## config.mk

```make
export PLATFORM = sky130hd
export DESIGN_NAME = pc_func_tracer
export DESIGN_NICKNAME = d
export VERILOG_FILES = /design/src/rtl/pcft_pkg.sv /design/src/rtl/pcft_lookup.sv /design/src/rtl/pcft_fifo.sv /design/src/rtl/pcft_ctrl.sv /design/src/rtl/pc_func_tracer.sv
export SDC_FILE = /design/constraint.sdc
export NUM_CORES = 2
export LEC_CHECK = 0
export CAP_MARGIN = 15
export CORE_UTILIZATION = 30
export CTS_CLUSTER_DIAMETER = 60
export CTS_CLUSTER_SIZE = 10
export DETAILED_ROUTE_END_ITERATION = 16
export DONT_BUFFER_PORTS = 1
export PLACE_DENSITY = 0.45
export SLEW_MARGIN = 5
export SYNTH_ARGS = -nofsm -noshare
export SYNTH_HDL_FRONTEND = slang
export SYNTH_HIERARCHICAL = 1
export SYNTH_MEMORY_MAX_BITS = 65536
export SYNTH_SLANG_ARGS = --single-unit
```

## constraint.sdc

```tcl
create_clock -name clk -period 5.3 [get_ports clk]
set_input_delay 0.265 -clock clk [delete_from_list [all_inputs] [get_ports clk]]
set_output_delay 0.265 -clock clk [all_outputs]
set_load 0.01 [all_outputs]
```

## src/rtl/pcft_pkg.sv

```systemverilog
package pcft_pkg;
  // Strobes from control to the record queue
  typedef struct packed {
    logic push;
    logic pop;
  } fifoCmd_t;
endpackage

```

## src/rtl/pcft_lookup.sv

```systemverilog
module pcft_lookup #(
  parameter int ADDR_W = 16,
  parameter int IDX_W  = 8,
  parameter int TS_W   = 16
) (
  input  logic              clk,
  input  logic              rst_n,
  input  logic              tblWrEn,
  input  logic [IDX_W-1:0]  tblWrAddr,
  input  logic [ADDR_W-1:0] tblWrData,
  input  logic              cntWrEn,
  input  logic [IDX_W:0]    cntWrData,
  input  logic              sampleVld,
  input  logic [ADDR_W-1:0] sampleAddr,
  output logic              resVld,
  output logic [IDX_W:0]    resIdx,
  output logic [TS_W-1:0]   resTs
);
  localparam int ENTRIES = 1 << IDX_W;
  localparam logic [IDX_W:0] UNKNOWN_IDX = (IDX_W+1)'(ENTRIES);

  logic [ADDR_W-1:0] startTbl [ENTRIES];
  logic [IDX_W:0]    entryCnt;
  logic [TS_W-1:0]   tsCount;

  // Stage 0 is the input register; stages 1..IDX_W each resolve one index bit
  logic              stVld [0:IDX_W];
  logic [ADDR_W-1:0] stPc  [0:IDX_W];
  logic [TS_W-1:0]   stTs  [0:IDX_W];
  logic [IDX_W-1:0]  stIdx [0:IDX_W];
  logic              stGe0 [0:IDX_W];

  logic [IDX_W:1]    takeVec;
  logic              ge0First;

  always_ff @(posedge clk) begin
    if (tblWrEn) startTbl[tblWrAddr] <= tblWrData;
  end

  always_ff @(posedge clk) begin
    if (!rst_n) begin
      entryCnt <= '0;
      tsCount  <= '0;
    end else begin
      if (cntWrEn) entryCnt <= cntWrData;
      tsCount <= tsCount + TS_W'(1);
    end
  end

  assign ge0First = (entryCnt != '0) && (startTbl[0] <= stPc[0]);

  // One compare per stage: try setting this stage's bit of the index
  for (genvar k = 1; k <= IDX_W; k++) begin : g_stage
    localparam int BITPOS = IDX_W - k;
    logic [IDX_W-1:0] cand;
    assign cand = stIdx[k-1] | (IDX_W'(1) << BITPOS);
    assign takeVec[k] = ({1'b0, cand} < entryCnt) && (startTbl[cand] <= stPc[k-1]);
  end

  always_ff @(posedge clk) begin
    if (!rst_n) begin
      for (int k = 0; k <= IDX_W; k++) stVld[k] <= 1'b0;
    end else begin
      stVld[0] <= sampleVld;
      for (int k = 1; k <= IDX_W; k++) stVld[k] <= stVld[k-1];
    end
  end

  always_ff @(posedge clk) begin
    stPc[0]  <= sampleAddr;
    stTs[0]  <= tsCount;
    stIdx[0] <= '0;
    stGe0[0] <= 1'b0;
    for (int k = 1; k <= IDX_W; k++) begin
      stPc[k]  <= stPc[k-1];
      stTs[k]  <= stTs[k-1];
      stIdx[k] <= takeVec[k] ? (stIdx[k-1] | (IDX_W'(1) << (IDX_W - k))) : stIdx[k-1];
      stGe0[k] <= (k == 1) ? ge0First : stGe0[k-1];
    end
  end

  assign resVld = stVld[IDX_W];
  assign resIdx = stGe0[IDX_W] ? {1'b0, stIdx[IDX_W]} : UNKNOWN_IDX;
  assign resTs  = stTs[IDX_W];

  // a resolved index lies below the count and its start is not above the PC
  p_match_r2: assert property (@(posedge clk) disable iff (!rst_n)
    (stVld[IDX_W] && stGe0[IDX_W]) |->
      (({1'b0, stIdx[IDX_W]} < entryCnt) && (startTbl[stIdx[IDX_W]] <= stPc[IDX_W])));

  // the unknown index appears only when no entry can match
  p_unknown_r3: assert property (@(posedge clk) disable iff (!rst_n)
    (stVld[IDX_W] && !stGe0[IDX_W]) |->
      ((entryCnt == '0) || (startTbl[0] > stPc[IDX_W])));

  // the timestamp counter advances by one each clock
  p_ts_step_r7: assert property (@(posedge clk) disable iff (!rst_n)
    1'b1 |=> (tsCount == TS_W'($past(tsCount) + TS_W'(1))));
endmodule

```

## src/rtl/pcft_fifo.sv

```systemverilog
module pcft_fifo
  import pcft_pkg::*;
#(
  parameter int WIDTH = 24,
  parameter int DEPTH = 16
) (
  input  logic             clk,
  input  logic             rst_n,
  input  fifoCmd_t         cmd,
  input  logic [WIDTH-1:0] wrData,
  output logic [WIDTH-1:0] rdData,
  output logic             full,
  output logic             empty
);
  localparam int PTR_W = (DEPTH > 1) ? $clog2(DEPTH) : 1;
  localparam int CNT_W = $clog2(DEPTH + 1);
  localparam logic [PTR_W-1:0] LAST_PTR = PTR_W'(DEPTH - 1);

  logic [WIDTH-1:0] mem [DEPTH];
  logic [PTR_W-1:0] wrPtr, rdPtr;
  logic [CNT_W-1:0] fillCnt;

  always_ff @(posedge clk) begin
    if (cmd.push) mem[wrPtr] <= wrData;
  end

  always_ff @(posedge clk) begin
    if (!rst_n) begin
      wrPtr   <= '0;
      rdPtr   <= '0;
      fillCnt <= '0;
    end else begin
      if (cmd.push) wrPtr <= (wrPtr == LAST_PTR) ? '0 : wrPtr + PTR_W'(1);
      if (cmd.pop)  rdPtr <= (rdPtr == LAST_PTR) ? '0 : rdPtr + PTR_W'(1);
      case ({cmd.push, cmd.pop})
        2'b10:   fillCnt <= fillCnt + CNT_W'(1);
        2'b01:   fillCnt <= fillCnt - CNT_W'(1);
        default: fillCnt <= fillCnt;
      endcase
    end
  end

  assign rdData = mem[rdPtr];
  assign full   = (fillCnt == CNT_W'(DEPTH));
  assign empty  = (fillCnt == '0);

  // occupancy never exceeds the depth
  p_no_overflow_r10: assert property (@(posedge clk) disable iff (!rst_n)
    fillCnt <= CNT_W'(DEPTH));

  // control never pops an empty queue
  p_no_underflow_r9: assert property (@(posedge clk) disable iff (!rst_n)
    cmd.pop |-> !empty);

  // a lone push grows occupancy by exactly one
  p_fill_step_r9: assert property (@(posedge clk) disable iff (!rst_n)
    (cmd.push && !cmd.pop) |=> (fillCnt == CNT_W'($past(fillCnt) + CNT_W'(1))));
endmodule

```

## src/rtl/pcft_ctrl.sv

```systemverilog
module pcft_ctrl
  import pcft_pkg::*;
#(
  parameter int IDX_W  = 8,
  parameter int DROP_W = 8
) (
  input  logic              clk,
  input  logic              rst_n,
  input  logic              resVld,
  input  logic [IDX_W:0]    resIdx,
  input  logic              fifoFull,
  input  logic              fifoEmpty,
  input  logic              popReq,
  output fifoCmd_t          cmd,
  output logic [DROP_W-1:0] dropCnt
);
  logic           hasLast;
  logic [IDX_W:0] lastIdx;
  logic           passRec;

  // Change filter: only a new function index survives
  assign passRec  = resVld && (!hasLast || (resIdx != lastIdx));
  assign cmd.push = passRec && !fifoFull;
  assign cmd.pop  = popReq && !fifoEmpty;

  always_ff @(posedge clk) begin
    if (!rst_n) begin
      hasLast <= 1'b0;
      lastIdx <= '0;
      dropCnt <= '0;
    end else begin
      if (passRec) begin
        hasLast <= 1'b1;
        lastIdx <= resIdx;
      end
      if (passRec && fifoFull && (dropCnt != '1)) dropCnt <= dropCnt + DROP_W'(1);
    end
  end

  // a saturated drop counter stays put
  p_drop_sat_r10: assert property (@(posedge clk) disable iff (!rst_n)
    (dropCnt == '1) |=> (dropCnt == '1));

  // a discarded record adds exactly one below saturation
  p_drop_step_r10: assert property (@(posedge clk) disable iff (!rst_n)
    (resVld && fifoFull && !cmd.push && (resIdx != lastIdx) && (dropCnt != '1)) |=>
      (dropCnt == DROP_W'($past(dropCnt) + DROP_W'(1))));

  // two back-to-back pushes always carry different indices
  p_filter_r5: assert property (@(posedge clk) disable iff (!rst_n)
    (cmd.push && $past(cmd.push) && $past(rst_n)) |-> (resIdx != $past(resIdx)));
endmodule

```

## src/rtl/pc_func_tracer.sv

```systemverilog
module pc_func_tracer
  import pcft_pkg::*;
#(
  parameter int ADDR_W     = 16,
  parameter int IDX_W      = 8,
  parameter int TS_W       = 16,
  parameter int FIFO_DEPTH = 16,
  parameter int DROP_W     = 8
) (
  input  logic              clk,
  input  logic              rst_n,
  input  logic              tblWrEn,
  input  logic [IDX_W-1:0]  tblWrAddr,
  input  logic [ADDR_W-1:0] tblWrData,
  input  logic              cntWrEn,
  input  logic [IDX_W:0]    cntWrData,
  input  logic              lookupEn,
  input  logic              pcValid,
  input  logic [ADDR_W-1:0] pcValue,
  input  logic              outRead,
  output logic              outValid,
  output logic [IDX_W:0]    outIdx,
  output logic [TS_W-1:0]   outTime,
  output logic [DROP_W-1:0] dropCount
);
  localparam int REC_W = IDX_W + 1 + TS_W;

  logic             resVld;
  logic [IDX_W:0]   resIdx;
  logic [TS_W-1:0]  resTs;
  fifoCmd_t         fifoCmd;
  logic             fifoFull, fifoEmpty;
  logic [REC_W-1:0] headRec;

  pcft_lookup #(.ADDR_W(ADDR_W), .IDX_W(IDX_W), .TS_W(TS_W)) lookup_i (
    .clk(clk), .rst_n(rst_n),
    .tblWrEn(tblWrEn), .tblWrAddr(tblWrAddr), .tblWrData(tblWrData),
    .cntWrEn(cntWrEn), .cntWrData(cntWrData),
    .sampleVld(pcValid && lookupEn), .sampleAddr(pcValue),
    .resVld(resVld), .resIdx(resIdx), .resTs(resTs)
  );

  pcft_ctrl #(.IDX_W(IDX_W), .DROP_W(DROP_W)) ctrl_i (
    .clk(clk), .rst_n(rst_n),
    .resVld(resVld), .resIdx(resIdx),
    .fifoFull(fifoFull), .fifoEmpty(fifoEmpty), .popReq(outRead),
    .cmd(fifoCmd), .dropCnt(dropCount)
  );

  pcft_fifo #(.WIDTH(REC_W), .DEPTH(FIFO_DEPTH)) fifo_i (
    .clk(clk), .rst_n(rst_n), .cmd(fifoCmd),
    .wrData({resIdx, resTs}), .rdData(headRec),
    .full(fifoFull), .empty(fifoEmpty)
  );

  assign outValid = !fifoEmpty;
  assign outIdx   = headRec[REC_W-1:TS_W];
  assign outTime  = headRec[TS_W-1:0];
endmodule

```

==> impl_metrics.env <==
export IMPL_run_status="finished, final reports clean"
export IMPL_vias=88827
export IMPL_worst_setup_path_start_kind="register"
export IMPL_post_route_util=0.352
export IMPL_end_kind="register"
export IMPL_r2r_slack_ns=0.25
export IMPL_top_usage_layer="met2"
export IMPL_stdcell_area_um2=216000
export IMPL_critical_path_max_fanout=22
export IMPL_area_growth_pct=16.8
export IMPL_critical_path_class="reg2reg"
export IMPL_setup_slack_ns=0.255
export IMPL_place_inst=16755
export IMPL_fillers=56436
export IMPL_syn_avg_cell_area_um2=21.2
export IMPL_ys_ff_latch=4881
export IMPL_max_cap_violations=0
export IMPL_grtUsageTotal=0.160
export IMPL_core_area_um2=612000
export IMPL_synth_edf_count=4496
export IMPL_gp_congestion=0.819
export IMPL_antenna_found_initial=35
export IMPL_period_share=0.952
export IMPL_finalSetupViolations=0
export IMPL_ys_flop_type="edfxtp_1"
export IMPL_design_die_area_um2=619000
export IMPL_routed_wirelength_mm=508
export IMPL_ctsResizeCount=0
export IMPL_cp_arrival_ns=5.87
export IMPL_initialDrtViolationCount=8210
export IMPL_drive_gt1_frac=0.245
export IMPL_synth_top_cells_by_area="edfxtp_1, mux4_2, dfxtp_1"
export IMPL_rsz0062_at_grt="no"
export IMPL_io_buffer_count=0
export IMPL_syn_num_nets=8936
export IMPL_final_nets=9616
export IMPL_clkTransAtPathRegs_ns=0.05
export IMPL_fp_dieW_um=787
export IMPL_ir_drop_uv=332
export IMPL_grt_pass1_wl_mm=716
export IMPL_syn_area_um2=185000
export IMPL_cts_buffers=569
export IMPL_grt_max_degree=257
export IMPL_use_met1=0.220
export IMPL_p_leak_nw=67.8
export IMPL_stdcell_count=17807
export IMPL_dp_hpwl_mm=288
export IMPL_synth_distinct_cells=70
export IMPL_worst_pin_slew_ns=1.20
export IMPL_finalHoldViolations=0
export IMPL_post_drt_wl_per_cell_um=28.5
export IMPL_gr_usage_met2=0.266
export IMPL_ys_async_sr_fraction=0
export IMPL_cts_root_buf="clkbuf_16"
export IMPL_hp_class="in2reg"
export IMPL_placed_area_um2=197000
export IMPL_drt_pass1_iter_count=5
export IMPL_die_h_um=787
export IMPL_yosysWarnings=6
export IMPL_rows=287
export IMPL_use_met3=0.0242
export IMPL_report_final_slew_viol_count=0
export IMPL_post_drt_via_cell_ratio=4.99
export IMPL_synth_top_cell_by_area="edfxtp_1"
export IMPL_period_needed_ns=5.05
export IMPL_yosysTopAreaCellShare=0.731
export IMPL_drc_errors=0
export IMPL_post_cts_buffers=0
export IMPL_clk_latency_ns=1.06
export IMPL_postRouteAntennaNets=0
export IMPL_overflow=0
export IMPL_cts_tree="yes"
export IMPL_fin_skew_ns=0.0554
export IMPL_power_density_nw_per_um2=462
export IMPL_ys_seq_area_frac=0.773
export IMPL_max_freq_mhz=198
export IMPL_grt_pass1_vias=91563
export IMPL_ios=90
export IMPL_worstPathRequired_ns=6.13
export IMPL_clockBufferDepth=4
export IMPL_cts_max_level=6
export IMPL_pre_cts_ws_ns=0.307
export IMPL_worst_slew_margin_rel=0.202
export IMPL_synthCells=8698
export IMPL_start_util=0.302
export IMPL_cts_sinks=4881
[synthesized netlist by cell type, types with 44 or more instances]
| master | instances |
|---|---|
| a21oi_1 | 64 |
| a221oi_1 | 52 |
| a22oi_1 | 296 |
| and2_1 | 56 |
| buf_1 | 44 |
| buf_2 | 116 |
| clkbuf_1 | 249 |
| dfxtp_1 | 385 |
| edfxtp_1 | 4496 |
| ha_1 | 182 |
| inv_1 | 148 |
| mux2_2 | 45 |
| mux2i_1 | 421 |
| mux4_2 | 1044 |
| nand2_1 | 178 |
| nand3_1 | 105 |
| nand4_1 | 63 |
| nor2_1 | 306 |
| nor2b_1 | 56 |
| o21ai_0 | 77 |
[critical path, stage by stage, from the launching register on]
cell and delay [ns]:
dfxtp_4 0.59, buf_4 0.49, mux4_2 0.60, mux4_2 0.53, a22oi_1 0.40, nand2_1 0.11
ha_1 0.20, a2111oi_0 0.43, o21ai_0 0.18, a221oi_1 0.36, o21ai_0 0.16, a22oi_1 0.72
[what timing repair did]
action	in CTS	in global routing
hold endpoints to repair	4800	8
hold buffers	110	1
setup endpoints to repair	0	0
[flip-flops by register name, summed over array words and instances, names as in the netlist, named ones only]
name	count
fifo_i/wrPtr	4
lookup_i/stPc	128
ctrl_i/dropCnt	8
ctrl_i/hasLast	1
lookup_i/entryCnt	9
lookup_i/stTs	144
fifo_i/rdPtr	4
fifo_i/mem	400
lookup_i/startTbl	4096
lookup_i/stVld	9
lookup_i/stIdx	36
lookup_i/stGe0	8
ctrl_i/lastIdx	9
lookup_i/tsCount	16
fifo_i/fillCnt	5
[kinds of logic after synthesis]
group,count (synthesis),share of synthesized area
AO/OA/AOI/OAI,639,0.0247
XOR/XNOR,29,0.00137
adder cells (fa/ha/maj),182,0.0123
buffers and inverters,599,0.0140
flip-flops,4881,0.773
multiplexers,1510,0.153
AND/OR/NAND/NOR,858,0.0222
[cell type report]
class                   count  area, um2  share of cell area
repair buffers            558       6060              0.0281
well taps                8092      10100              0.0469
diodes                     26       65.1            0.000302
multi-input cells        3218      39800               0.185
inverters                 150        563             0.00261
clock inverters            69        968             0.00449
clock buffers             813      15400              0.0713
flip-flops and latches   4881     143000               0.662
[through the flow]
stage                     total power [mW]  setup TNS, ns  hold WS, ns
final                                 99.7              0       0.0847
after global routing                   103              0       0.0565
after CTS                              101              0       0.0122
after detailed placement              64.6              0        0.293
after global placement                64.6       -0.00603        0.293
after floorplan                       57.4              0        0.293
[layout by cell type, fill, tap and decap left out, types with 26 or more instances in the layout]
cell type,n
a211oi_1,37
a21o_1,26
a21oi_1,64
a221oi_1,52
a22oi_1,296
and2_1,39
buf_12,54
buf_16,44
buf_4,354
clkbuf_1,232
clkbuf_16,579
dfxtp_1,366
diode_2,26
dlygate4sd3_1,94
edfxtp_1,4496
ha_1,182
inv_1,148
mux2_2,45
mux2i_1,421
mux4_2,1044
nand2_1,175
nand3_1,101
nand4_1,63
nor2_1,203
nor2_2,99
nor2b_1,51
o21ai_0,77
[metal layers]
metal  share of wire  vias to the layer above
met4           0.025                        4
li1                -                    37342
met2            0.49                     2444
met5        0.000049                        -
met3           0.051                      691
met1            0.44                    48346
[report_power, final]
group | switching, mW | internal, mW | total [mW]
Sequential | 0.794 | 42.4 | 43.2
Clock | 15.1 | 20.4 | 35.5
Combinational | 11.5 | 9.63 | 21.1
[final timing paths]
path / cells past startpoint / start / endpoint
setup / recovery: 11 / lookup_i/stIdx[0][42]$_DFF_P_ / lookup_i/stIdx[0][49]$_DFF_P_
hold / removal: 2 / tblWrData[12] / lookup_i/startTbl[118][12]$_DFFE_PP_
setup reg to reg: 11 / lookup_i/stIdx[0][42]$_DFF_P_ / lookup_i/stIdx[0][49]$_DFF_P_
hold reg to reg: 0 / lookup_i/stTs[0][56]$_DFF_P_ / lookup_i/stTs[0][72]$_DFF_P_
Note: power is estimated with default switching activity, not from simulation.
